--- config.mk ---
export PLATFORM = sky130hd
export DESIGN_NAME = int_exec_alu
export DESIGN_NICKNAME = d
export VERILOG_FILES = /design/src/rtl/int_alu_pkg.sv /design/src/rtl/int_alu_operand.sv /design/src/rtl/int_alu_addsub.sv /design/src/rtl/int_alu_shifter.sv /design/src/rtl/int_exec_alu.sv
export SDC_FILE = /design/constraint.sdc
export NUM_CORES = 1
export LEC_CHECK = 0
export BUFFER_PORTS_ARGS = -buffer_cell sky130_fd_sc_hd__buf_2
export CORE_MARGIN = 4
export CORE_UTILIZATION = 59
export CTS_CLUSTER_DIAMETER = 80
export DETAILED_ROUTE_END_ITERATION = 6
export HOLD_SLACK_MARGIN = 0.06
export PLACE_DENSITY_LB_ADDON = 0.15
export SLEW_MARGIN = 25
export SYNTH_ARGS = -nofsm -noshare
export SYNTH_HDL_FRONTEND = slang
export SYNTH_SLANG_ARGS = --single-unit
--- constraint.sdc ---
create_clock -name clk -period 0.8 [get_ports clk]
set_input_delay 0.08 -clock clk [delete_from_list [all_inputs] [get_ports clk]]
set_output_delay 0.08 -clock clk [all_outputs]
set_load 0.05 [all_outputs]
--- src/rtl/int_alu_pkg.sv ---
package int_alu_pkg;

  localparam int WORD_W  = 32;
  localparam int IMM_W   = 16;
  localparam int SHAMT_W = $clog2(WORD_W);
  localparam int OP_W    = 5;

  typedef enum logic [OP_W-1:0] {
    OP_ADD  = 5'd0,
    OP_ADDU = 5'd1,
    OP_SUB  = 5'd2,
    OP_SUBU = 5'd3,
    OP_AND  = 5'd4,
    OP_OR   = 5'd5,
    OP_XOR  = 5'd6,
    OP_NOR  = 5'd7,
    OP_SLT  = 5'd8,
    OP_SLTU = 5'd9,
    OP_SLL  = 5'd10,
    OP_SRL  = 5'd11,
    OP_SRA  = 5'd12,
    OP_SLLV = 5'd13,
    OP_SRLV = 5'd14,
    OP_SRAV = 5'd15,
    OP_LUI  = 5'd16
  } alu_op_e;

  // Widen the immediate to a full word, replicating the sign or zeros.
  function automatic logic [WORD_W-1:0] widen_imm(input logic [IMM_W-1:0] imm,
                                                  input logic             sgn);
    return {{(WORD_W-IMM_W){sgn & imm[IMM_W-1]}}, imm};
  endfunction

  // Same-sign operands and a sum whose sign differs.
  function automatic logic add_overflows(input logic [WORD_W-1:0] a,
                                         input logic [WORD_W-1:0] b,
                                         input logic [WORD_W-1:0] s);
    return (a[WORD_W-1] == b[WORD_W-1]) && (s[WORD_W-1] != a[WORD_W-1]);
  endfunction

  // Opposite-sign operands and a difference whose sign departs from a.
  function automatic logic sub_overflows(input logic [WORD_W-1:0] a,
                                         input logic [WORD_W-1:0] b,
                                         input logic [WORD_W-1:0] d);
    return (a[WORD_W-1] != b[WORD_W-1]) && (d[WORD_W-1] != a[WORD_W-1]);
  endfunction

endpackage

--- src/rtl/int_alu_operand.sv ---
module int_alu_operand
  import int_alu_pkg::*;
(
  input  alu_op_e           op,
  input  logic              use_imm,
  input  logic [WORD_W-1:0] reg_b,
  input  logic [IMM_W-1:0]  imm,
  output logic [WORD_W-1:0] src_b
);
  logic zero_ext;

  always_comb begin
    case (op)
      OP_AND, OP_OR, OP_XOR, OP_SLTU: zero_ext = 1'b1;
      default:                        zero_ext = 1'b0;
    endcase
  end

  assign src_b = use_imm ? widen_imm(imm, ~zero_ext) : reg_b;
endmodule

--- src/rtl/int_alu_addsub.sv ---
module int_alu_addsub
  import int_alu_pkg::*;
(
  input  alu_op_e           op,
  input  logic [WORD_W-1:0] a,
  input  logic [WORD_W-1:0] b,
  output logic [WORD_W-1:0] sum,
  output logic              ovf_evt,
  output logic              lt_signed,
  output logic              lt_unsigned
);
  logic do_sub;
  logic traps;

  assign do_sub = (op == OP_SUB) || (op == OP_SUBU);
  assign traps  = (op == OP_ADD) || (op == OP_SUB);
  assign sum    = do_sub ? (a - b) : (a + b);

  assign ovf_evt = traps && (do_sub ? sub_overflows(a, b, sum)
                                    : add_overflows(a, b, sum));

  assign lt_signed   = $signed(a) < $signed(b);
  assign lt_unsigned = a < b;
endmodule

--- src/rtl/int_alu_shifter.sv ---
module int_alu_shifter
  import int_alu_pkg::*;
(
  input  alu_op_e            op,
  input  logic [WORD_W-1:0]  value,
  input  logic [SHAMT_W-1:0] fixed_amt,
  input  logic [WORD_W-1:0]  reg_amt,
  output logic [WORD_W-1:0]  shifted
);
  logic [SHAMT_W-1:0] amt;
  logic               from_reg;

  assign from_reg = (op == OP_SLLV) || (op == OP_SRLV) || (op == OP_SRAV);
  assign amt      = from_reg ? reg_amt[SHAMT_W-1:0] : fixed_amt;

  always_comb begin
    case (op)
      OP_SLL, OP_SLLV: shifted = value << amt;
      OP_SRL, OP_SRLV: shifted = value >> amt;
      OP_SRA, OP_SRAV: shifted = WORD_W'($signed(value) >>> amt);
      default:         shifted = '0;
    endcase
  end
endmodule

--- src/rtl/int_exec_alu.sv ---
module int_exec_alu
  import int_alu_pkg::*;
(
  input  logic                 clk,
  input  logic                 rst_n,
  input  logic [OP_W-1:0]      op_sel,
  input  logic                 use_imm,
  input  logic [WORD_W-1:0]    opnd_a,
  input  logic [WORD_W-1:0]    opnd_b,
  input  logic [IMM_W-1:0]     imm16,
  input  logic [SHAMT_W-1:0]   shamt,
  output logic [WORD_W-1:0]    result,
  output logic                 ovf_trap,
  output logic                 wr_suppress
);
  alu_op_e           op;
  logic [WORD_W-1:0] src_b;
  logic [WORD_W-1:0] sum;
  logic [WORD_W-1:0] shifted;
  logic [WORD_W-1:0] nxt_result;
  logic              ovf_evt;
  logic              lt_signed;
  logic              lt_unsigned;

  assign op = alu_op_e'(op_sel);

  int_alu_operand u_operand (
    .op(op), .use_imm(use_imm), .reg_b(opnd_b), .imm(imm16), .src_b(src_b)
  );

  int_alu_addsub u_addsub (
    .op(op), .a(opnd_a), .b(src_b), .sum(sum), .ovf_evt(ovf_evt),
    .lt_signed(lt_signed), .lt_unsigned(lt_unsigned)
  );

  int_alu_shifter u_shifter (
    .op(op), .value(opnd_b), .fixed_amt(shamt), .reg_amt(opnd_a), .shifted(shifted)
  );

  always_comb begin
    case (op)
      OP_ADD, OP_ADDU, OP_SUB, OP_SUBU: nxt_result = sum;
      OP_AND:  nxt_result = opnd_a & src_b;
      OP_OR:   nxt_result = opnd_a | src_b;
      OP_XOR:  nxt_result = opnd_a ^ src_b;
      OP_NOR:  nxt_result = ~(opnd_a | src_b);
      OP_SLT:  nxt_result = {{(WORD_W-1){1'b0}}, lt_signed};
      OP_SLTU: nxt_result = {{(WORD_W-1){1'b0}}, lt_unsigned};
      OP_SLL, OP_SRL, OP_SRA, OP_SLLV, OP_SRLV, OP_SRAV: nxt_result = shifted;
      OP_LUI:  nxt_result = {imm16, {(WORD_W-IMM_W){1'b0}}};
      default: nxt_result = '0;
    endcase
  end

  always_ff @(posedge clk or negedge rst_n) begin
    if (!rst_n) begin
      result      <= '0;
      ovf_trap    <= 1'b0;
      wr_suppress <= 1'b0;
    end else begin
      result      <= nxt_result;
      ovf_trap    <= ovf_evt;
      wr_suppress <= ovf_evt;
    end
  end

  // outputs are cleared while reset is held
  always_comb begin
    if (!rst_n) begin
      assert_reset_clear_R1: assert (result == '0 && !ovf_trap && !wr_suppress)
        else $error("R1 outputs not cleared in reset");
    end
  end

  // the wrapping forms never raise the exception
  assert_no_overflow_R3: assert property (@(posedge clk) disable iff (!rst_n)
    ($past(op_sel) == OP_ADDU || $past(op_sel) == OP_SUBU) |-> !ovf_trap);

  // an adder overflow event shows up as a suppressed write one edge later
  assert_suppress_follows_R4: assert property (@(posedge clk) disable iff (!rst_n)
    $past(ovf_evt) |-> (wr_suppress && ovf_trap));

  // comparisons only ever yield 0 or 1
  assert_slt_bit_R7: assert property (@(posedge clk) disable iff (!rst_n)
    ($past(op_sel) == OP_SLT || $past(op_sel) == OP_SLTU) |-> (result[WORD_W-1:1] == '0));

  // upper-immediate load clears the low half
  assert_lui_low_R9: assert property (@(posedge clk) disable iff (!rst_n)
    ($past(op_sel) == OP_LUI) |-> (result[WORD_W-IMM_W-1:0] == '0));

  // unassigned codes give zero and no trap
  assert_unused_zero_R10: assert property (@(posedge clk) disable iff (!rst_n)
    ($past(op_sel) > OP_LUI) |-> (result == '0 && !ovf_trap));
endmodule

==> impl_metrics.xml, run 1 <==
<?xml version="1.0" encoding="UTF-8"?>
<metrics>
  <group name="floorplan">
    <metric name="die_height" unit="um">146</metric>
    <metric name="design.portCount" unit="">127</metric>
    <metric name="initial_utilization" unit="%">60.1</metric>
    <metric name="row_count" unit="">50</metric>
    <metric name="dieWidth" unit="um">146</metric>
  </group>
  <group name="synth">
    <metric name="mappedNetlistNets" unit="">1761</metric>
    <metric name="biggest_area_consumer_among_synthesized_cells" unit="">sky130_fd_sc_hd__ha_1</metric>
    <metric name="ys_types" unit="">97</metric>
    <metric name="synth_area_per_cell" unit="um^2">7.21</metric>
    <metric name="synth.most_common_cell" unit="">sky130_fd_sc_hd__nand2_1</metric>
    <metric name="post_synth_instance_area" unit="um^2">11200</metric>
    <metric name="share_of_the_synthesized_area_in_the_top_cell_type" unit="%">11.7</metric>
    <metric name="synthArstFlopShare" unit="%">100</metric>
    <metric name="yosysSeqAreaShare" unit="%">7.34</metric>
    <metric name="cell_types_occupying_the_most_area_after_synthesis" unit="">sky130_fd_sc_hd__ha_1 (12%), sky130_fd_sc_hd__mux2i_1 (8.0%), sky130_fd_sc_hd__dfrtp_1 (7.3%)</metric>
    <metric name="synth_top_flop_cell" unit="">sky130_fd_sc_hd__dfrtp_1</metric>
    <metric name="mapped_cells" unit="">1561</metric>
    <metric name="synth-seq-cells" unit="">33</metric>
    <metric name="synthTopCellsByCount" unit="">sky130_fd_sc_hd__nand2_1 (142), sky130_fd_sc_hd__a21oi_1 (136), sky130_fd_sc_hd__o21ai_0 (135)</metric>
    <metric name="synth_edf_count" unit="">0</metric>
    <metric name="synth_warnings" unit="">0</metric>
  </group>
  <group name="placement">
    <metric name="placement.io_buffers" unit="">126</metric>
    <metric name="globalplace.congestion" unit="">1.27</metric>
    <metric name="dp_hpwl" unit="um">48700</metric>
  </group>
  <group name="clock_tree">
    <metric name="tritoncts.num_buffers" unit="">5</metric>
    <metric name="post_cts_resize_count" unit="">377</metric>
    <metric name="max-clock-path-buffers" unit="">2</metric>
    <metric name="cts.hold.buffers_added" unit="">1</metric>
    <metric name="cts_sinks" unit="">33</metric>
    <metric name="clk_root_buffer_cell" unit="">sky130_fd_sc_hd__clkbuf_16</metric>
    <metric name="cts_post_setup_buffers_inserted" unit="">62</metric>
    <metric name="htree_num_levels" unit="">2</metric>
  </group>
  <group name="outcome">
    <metric name="stop_stage" unit="">4_1_cts</metric>
    <metric name="run_status" unit="">aborted with a tool error</metric>
    <metric name="first-error" unit="">[ERROR DPL-0038] Utilization greater than 100%, impossible to legalize</metric>
  </group>
</metrics>
through the flow:
step / utilization (%) / instances / cell area [um^2] / worst slack (ns)
3_3_place_gp: 88.4 / 2396 / 16500 / -2.54
3_5_place_dp: 88.4 / 2396 / 16500 / -2.72
2_1_floorplan: - / 1561 / 11700 / -2.47
logic make-up after synthesis:
| group | share of synthesized area (%) |
|---|---|
| buf+inv | 9.68 |
| compound gates | 34.3 |
| flops | 7.34 |
| simple gates | 17.4 |
| fa+ha+maj | 12.0 |
| xor+xnor | 3.04 |
| mux | 16.2 |
==> run 2, diff against run 1 <==
Settings changed: CORE_UTILIZATION 59 to 40, CTS_CLUSTER_DIAMETER 80 to not set, HOLD_SLACK_MARGIN 0.06 to not set.
==> run 2 against run 1 <==
Compared with the run above:
- the flow now finishes, with violations (negative setup slack)
- synthesized cell count unchanged
- synthesized area unchanged
==> impl_metrics.xml, run 2 <==
<?xml version="1.0" encoding="UTF-8"?>
<metrics>
  <group name="outcome">
    <metric name="run_status" unit="">finished with violations</metric>
    <metric name="violations" unit="">negative setup slack</metric>
  </group>
  <group name="floorplan">
    <metric name="dieWidth" unit="um">176</metric>
    <metric name="design.core.area" unit="um^2">27800</metric>
    <metric name="area_of_the_die" unit="um^2">30900</metric>
    <metric name="initial_utilization" unit="%">40.5</metric>
    <metric name="design.portCount" unit="">127</metric>
    <metric name="row_count" unit="">61</metric>
    <metric name="die_height" unit="um">176</metric>
  </group>
  <group name="power">
    <metric name="power.net_switching" unit="mW">10.5</metric>
    <metric name="power.static_leakage" unit="nW">9.34</metric>
    <metric name="intPower" unit="mW">11.7</metric>
    <metric name="comb_power_share" unit="%">81.2</metric>
    <metric name="power_frac_seq" unit="%">9.3</metric>
    <metric name="total_power_consumption" unit="mW">22.2</metric>
    <metric name="irDropWorstVdd" unit="mV">0.803</metric>
    <metric name="p_per_area" unit="nW/um^2">1110</metric>
    <metric name="switch_share" unit="%">47.4</metric>
    <metric name="clockPowerShare" unit="%">9.5</metric>
  </group>
  <group name="sta">
    <metric name="final-setup-viol-count" unit="">67</metric>
    <metric name="finalWorstSetupSlack" unit="ns">-2.30</metric>
    <metric name="worst_slew_pin_slew" unit="ns">0.620</metric>
    <metric name="grt_setup_unrepaired" unit="">yes</metric>
    <metric name="timing.fmax" unit="GHz">0.323</metric>
    <metric name="period_minus_slack" unit="ns">3.10</metric>
    <metric name="timing.setup.tns" unit="ns">-70.28</metric>
    <metric name="fin_crit_sh" unit="%">387</metric>
    <metric name="slew_headroom" unit="%">58.7</metric>
    <metric name="slew_viol_final" unit="">0</metric>
    <metric name="timing.final.hold_violations" unit="">0</metric>
  </group>
  <group name="synth">
    <metric name="synth_area_per_cell" unit="um^2">7.21</metric>
    <metric name="biggest_area_consumer_among_synthesized_cells" unit="">sky130_fd_sc_hd__ha_1</metric>
    <metric name="synth_top_flop_cell" unit="">sky130_fd_sc_hd__dfrtp_1</metric>
    <metric name="synth_edf_count" unit="">0</metric>
    <metric name="synth_warnings" unit="">0</metric>
    <metric name="muxShareOfSynthArea" unit="%">16.2</metric>
    <metric name="share_of_the_synthesized_area_in_the_top_cell_type" unit="%">11.7</metric>
    <metric name="mapped_cells" unit="">1561</metric>
    <metric name="synth-seq-cells" unit="">33</metric>
    <metric name="synthArstFlopShare" unit="%">100</metric>
    <metric name="adder_cell_share_of_the_synthesized_area" unit="%">12.0</metric>
    <metric name="ys_types" unit="">97</metric>
    <metric name="mappedNetlistNets" unit="">1761</metric>
    <metric name="synth.most_common_cell" unit="">sky130_fd_sc_hd__nand2_1</metric>
    <metric name="yosys.area_share.xor_xnor" unit="%">3.04</metric>
    <metric name="synth_compound_gate_area_share" unit="%">34.3</metric>
    <metric name="cell_types_occupying_the_most_area_after_synthesis" unit="">sky130_fd_sc_hd__ha_1 (12%), sky130_fd_sc_hd__mux2i_1 (8.0%), sky130_fd_sc_hd__dfrtp_1 (7.3%)</metric>
    <metric name="synthTopCellsByCount" unit="">sky130_fd_sc_hd__nand2_1 (142), sky130_fd_sc_hd__a21oi_1 (136), sky130_fd_sc_hd__o21ai_0 (135)</metric>
    <metric name="main_combinational_cell_family_by_area_after_synthesis" unit="">compound AO/OA/AOI/OAI gates</metric>
    <metric name="yosysSeqAreaShare" unit="%">7.34</metric>
    <metric name="post_synth_instance_area" unit="um^2">11200</metric>
    <metric name="yosys.area_share.simple" unit="%">17.4</metric>
  </group>
  <group name="placement">
    <metric name="globalplace.congestion" unit="">1.10</metric>
    <metric name="place_area" unit="um^2">17100</metric>
    <metric name="placedCellCount" unit="">2579</metric>
    <metric name="placement.io_buffers" unit="">126</metric>
    <metric name="dp_hpwl" unit="um">53100</metric>
  </group>
  <group name="global_routing">
    <metric name="first_global_vias" unit="">15771</metric>
    <metric name="antenna_violations_before_repair" unit="">1</metric>
    <metric name="grt.overflow.total" unit="">0</metric>
    <metric name="grt.total_usage" unit="%">41.2</metric>
    <metric name="grt_start_max_net_pins" unit="">105</metric>
    <metric name="grt_first_pass_wirelength" unit="um">97400</metric>
  </group>
  <group name="drt">
    <metric name="vias" unit="">16397</metric>
    <metric name="wire_length_after_detailed_routing" unit="um">67600</metric>
    <metric name="post-route-drc-count" unit="">0</metric>
    <metric name="antenna_nets_post_route" unit="">0</metric>
    <metric name="detailedRoute.firstIterationViolations" unit="">1815</metric>
    <metric name="wl_per_cell" unit="um">25.4</metric>
    <metric name="route.detailed.vias_per_inst" unit="">6.16</metric>
    <metric name="first_pass_iters" unit="">6</metric>
  </group>
  <group name="finish">
    <metric name="biggestRegsByFlops" unit="">result (32), wr_suppress (1)</metric>
    <metric name="seq_area" unit="um^2">828</metric>
    <metric name="num-nets-final" unit="">2483</metric>
    <metric name="area_used_by_multi_input_combinational_logic" unit="um^2">11300</metric>
    <metric name="largest_register" unit="">result</metric>
    <metric name="finish.cell_count_without_fillers" unit="">2663</metric>
    <metric name="largest_reg_flops" unit="">32</metric>
    <metric name="post_route_cells_drive_above_1_share" unit="%">51.8</metric>
    <metric name="layout_commonest_cell" unit="">sky130_fd_sc_hd__buf_4</metric>
    <metric name="synthToLayoutAreaGrowth" unit="%">78.4</metric>
    <metric name="nFillCells" unit="">2239</metric>
    <metric name="layout_common_cells" unit="">sky130_fd_sc_hd__buf_4 (636), sky130_fd_sc_hd__nand2_1 (135), sky130_fd_sc_hd__inv_1 (111), sky130_fd_sc_hd__o21ai_0 (98), sky130_fd_sc_hd__a21oi_1 (96)</metric>
    <metric name="stdcell_area" unit="um^2">20100</metric>
  </group>
  <group name="clock_tree">
    <metric name="clk_root_buffer_cell" unit="">sky130_fd_sc_hd__clkbuf_16</metric>
    <metric name="tritoncts.num_buffers" unit="">5</metric>
    <metric name="max-clock-path-buffers" unit="">2</metric>
    <metric name="cts.reportedPaths.clkPinSlew" unit="ns">0.06</metric>
    <metric name="htree_num_levels" unit="">2</metric>
    <metric name="cts_sinks" unit="">33</metric>
    <metric name="tritoncts_clock_tree" unit="">done</metric>
  </group>
  <group name="setup_path">
    <metric name="timing.critical_path.fanout_max" unit="">3</metric>
    <metric name="crit_path_end_kind" unit="">flip-flop</metric>
    <metric name="cp.required" unit="ns">0.96</metric>
    <metric name="timing.setup.critical_path_class" unit="">in -&gt; reg</metric>
    <metric name="timing.critical_path.arrival" unit="ns">3.25</metric>
    <metric name="crit_path_start_kind" unit="">primary input</metric>
  </group>
  <group name="worst_hold_path">
    <metric name="hold_path_class" unit="">in -&gt; reg</metric>
  </group>
  <group name="run">
    <metric name="maxCapViolations" unit="">0</metric>
  </group>
</metrics>
[run 2: cell counts after synthesis]
No cell type changed its count.
[run 2: routing by layer]
layer  global-route usage (%)  wire length [um]  vias up
met3                     10.2              7310      209
met5                        0                 0        -
li1                         -                 -     7265
met4                     17.3              3930        0
met1                     54.2             26600     7868
met2                     64.5             29700     1055
[run 2: layout make-up]
cell class | count | share of cell area [%]
Multi-Input combinational cell | 1274 | 56.4
Timing Repair Buffer | 839 | 33.9
Sequential cell | 33 | 4.13
Inverter | 130 | 2.46
Tap cell | 378 | 2.36
Clock buffer | 7 | 0.761
Clock inverter | 1 | 0.0249
Antenna cell | 1 | 0.0125
[run 2: power by group through the flow]
stage | Combinational, mW | Clock [mW] | Sequential [mW]
finish | 18.1 | 2.12 | 2.07
global route | 18.9 | 2.22 | 2.08
CTS | 16.3 | 2.11 | 2.06
detailed placement | 14.4 | 0 | 2.03
global placement | 14.2 | 0 | 2.05
floorplan | 6.81 | 0 | 2.71
[run 2: through the flow]
step	util (%)	hold slack [ns]	setup slack, ns
floorplan	-	-0.216	-2.47
global placement	61.4	0.0498	-2.87
detailed placement	61.4	0.0594	-2.94
CTS	68.6	0.137	-2.22
global route	72.2	0.184	-2.37
finish	72.2	0.192	-2.30
[run 2: final timing paths]
path / endpoint / cells after the start / startpoint
worst max-delay path: result[25] / 20 / op_sel[0]
worst min-delay path: result[28] / 3 / imm16[12]
max in group asynchronous: result[7] / 3 / rst_n
min in group asynchronous: result[31] / 3 / rst_n
[run 2: timing repair]
action	in CTS	in global routing
resized for setup	312	185
hold endpoints to repair	33	0
pin swaps	124	98
endpoints found under the setup margin	67	67
hold buffers	1	0
gates cloned	1	0
setup buffers	58	34
[run 2: cells by family after synthesis]
group | Yosys count
compound gates | 584
simple gates | 408
buf+inv | 254
mux | 136
fa+ha+maj | 107
xor+xnor | 39
flops | 33
[run 2: worst max-delay path, stage by stage]
cell	delay (ns)
sky130_fd_sc_hd__buf_12	0.11
sky130_fd_sc_hd__buf_12	0.12
sky130_fd_sc_hd__a21oi_4	0.18
sky130_fd_sc_hd__o311ai_4	0.13
sky130_fd_sc_hd__buf_6	0.15
sky130_fd_sc_hd__o21ai_4	0.07
sky130_fd_sc_hd__inv_2	0.08
sky130_fd_sc_hd__buf_4	0.13
sky130_fd_sc_hd__buf_4	0.12
sky130_fd_sc_hd__buf_4	0.13
sky130_fd_sc_hd__ha_4	0.16
sky130_fd_sc_hd__a21oi_2	0.13
sky130_fd_sc_hd__o31ai_2	0.10
sky130_fd_sc_hd__or3_4	0.35
sky130_fd_sc_hd__o211ai_1	0.43
sky130_fd_sc_hd__buf_4	0.22
sky130_fd_sc_hd__a2111oi_4	0.06
sky130_fd_sc_hd__o31ai_2	0.26
sky130_fd_sc_hd__xnor2_1	0.15
sky130_fd_sc_hd__o21ai_1	0.08
(Power assumes the default switching activity.)
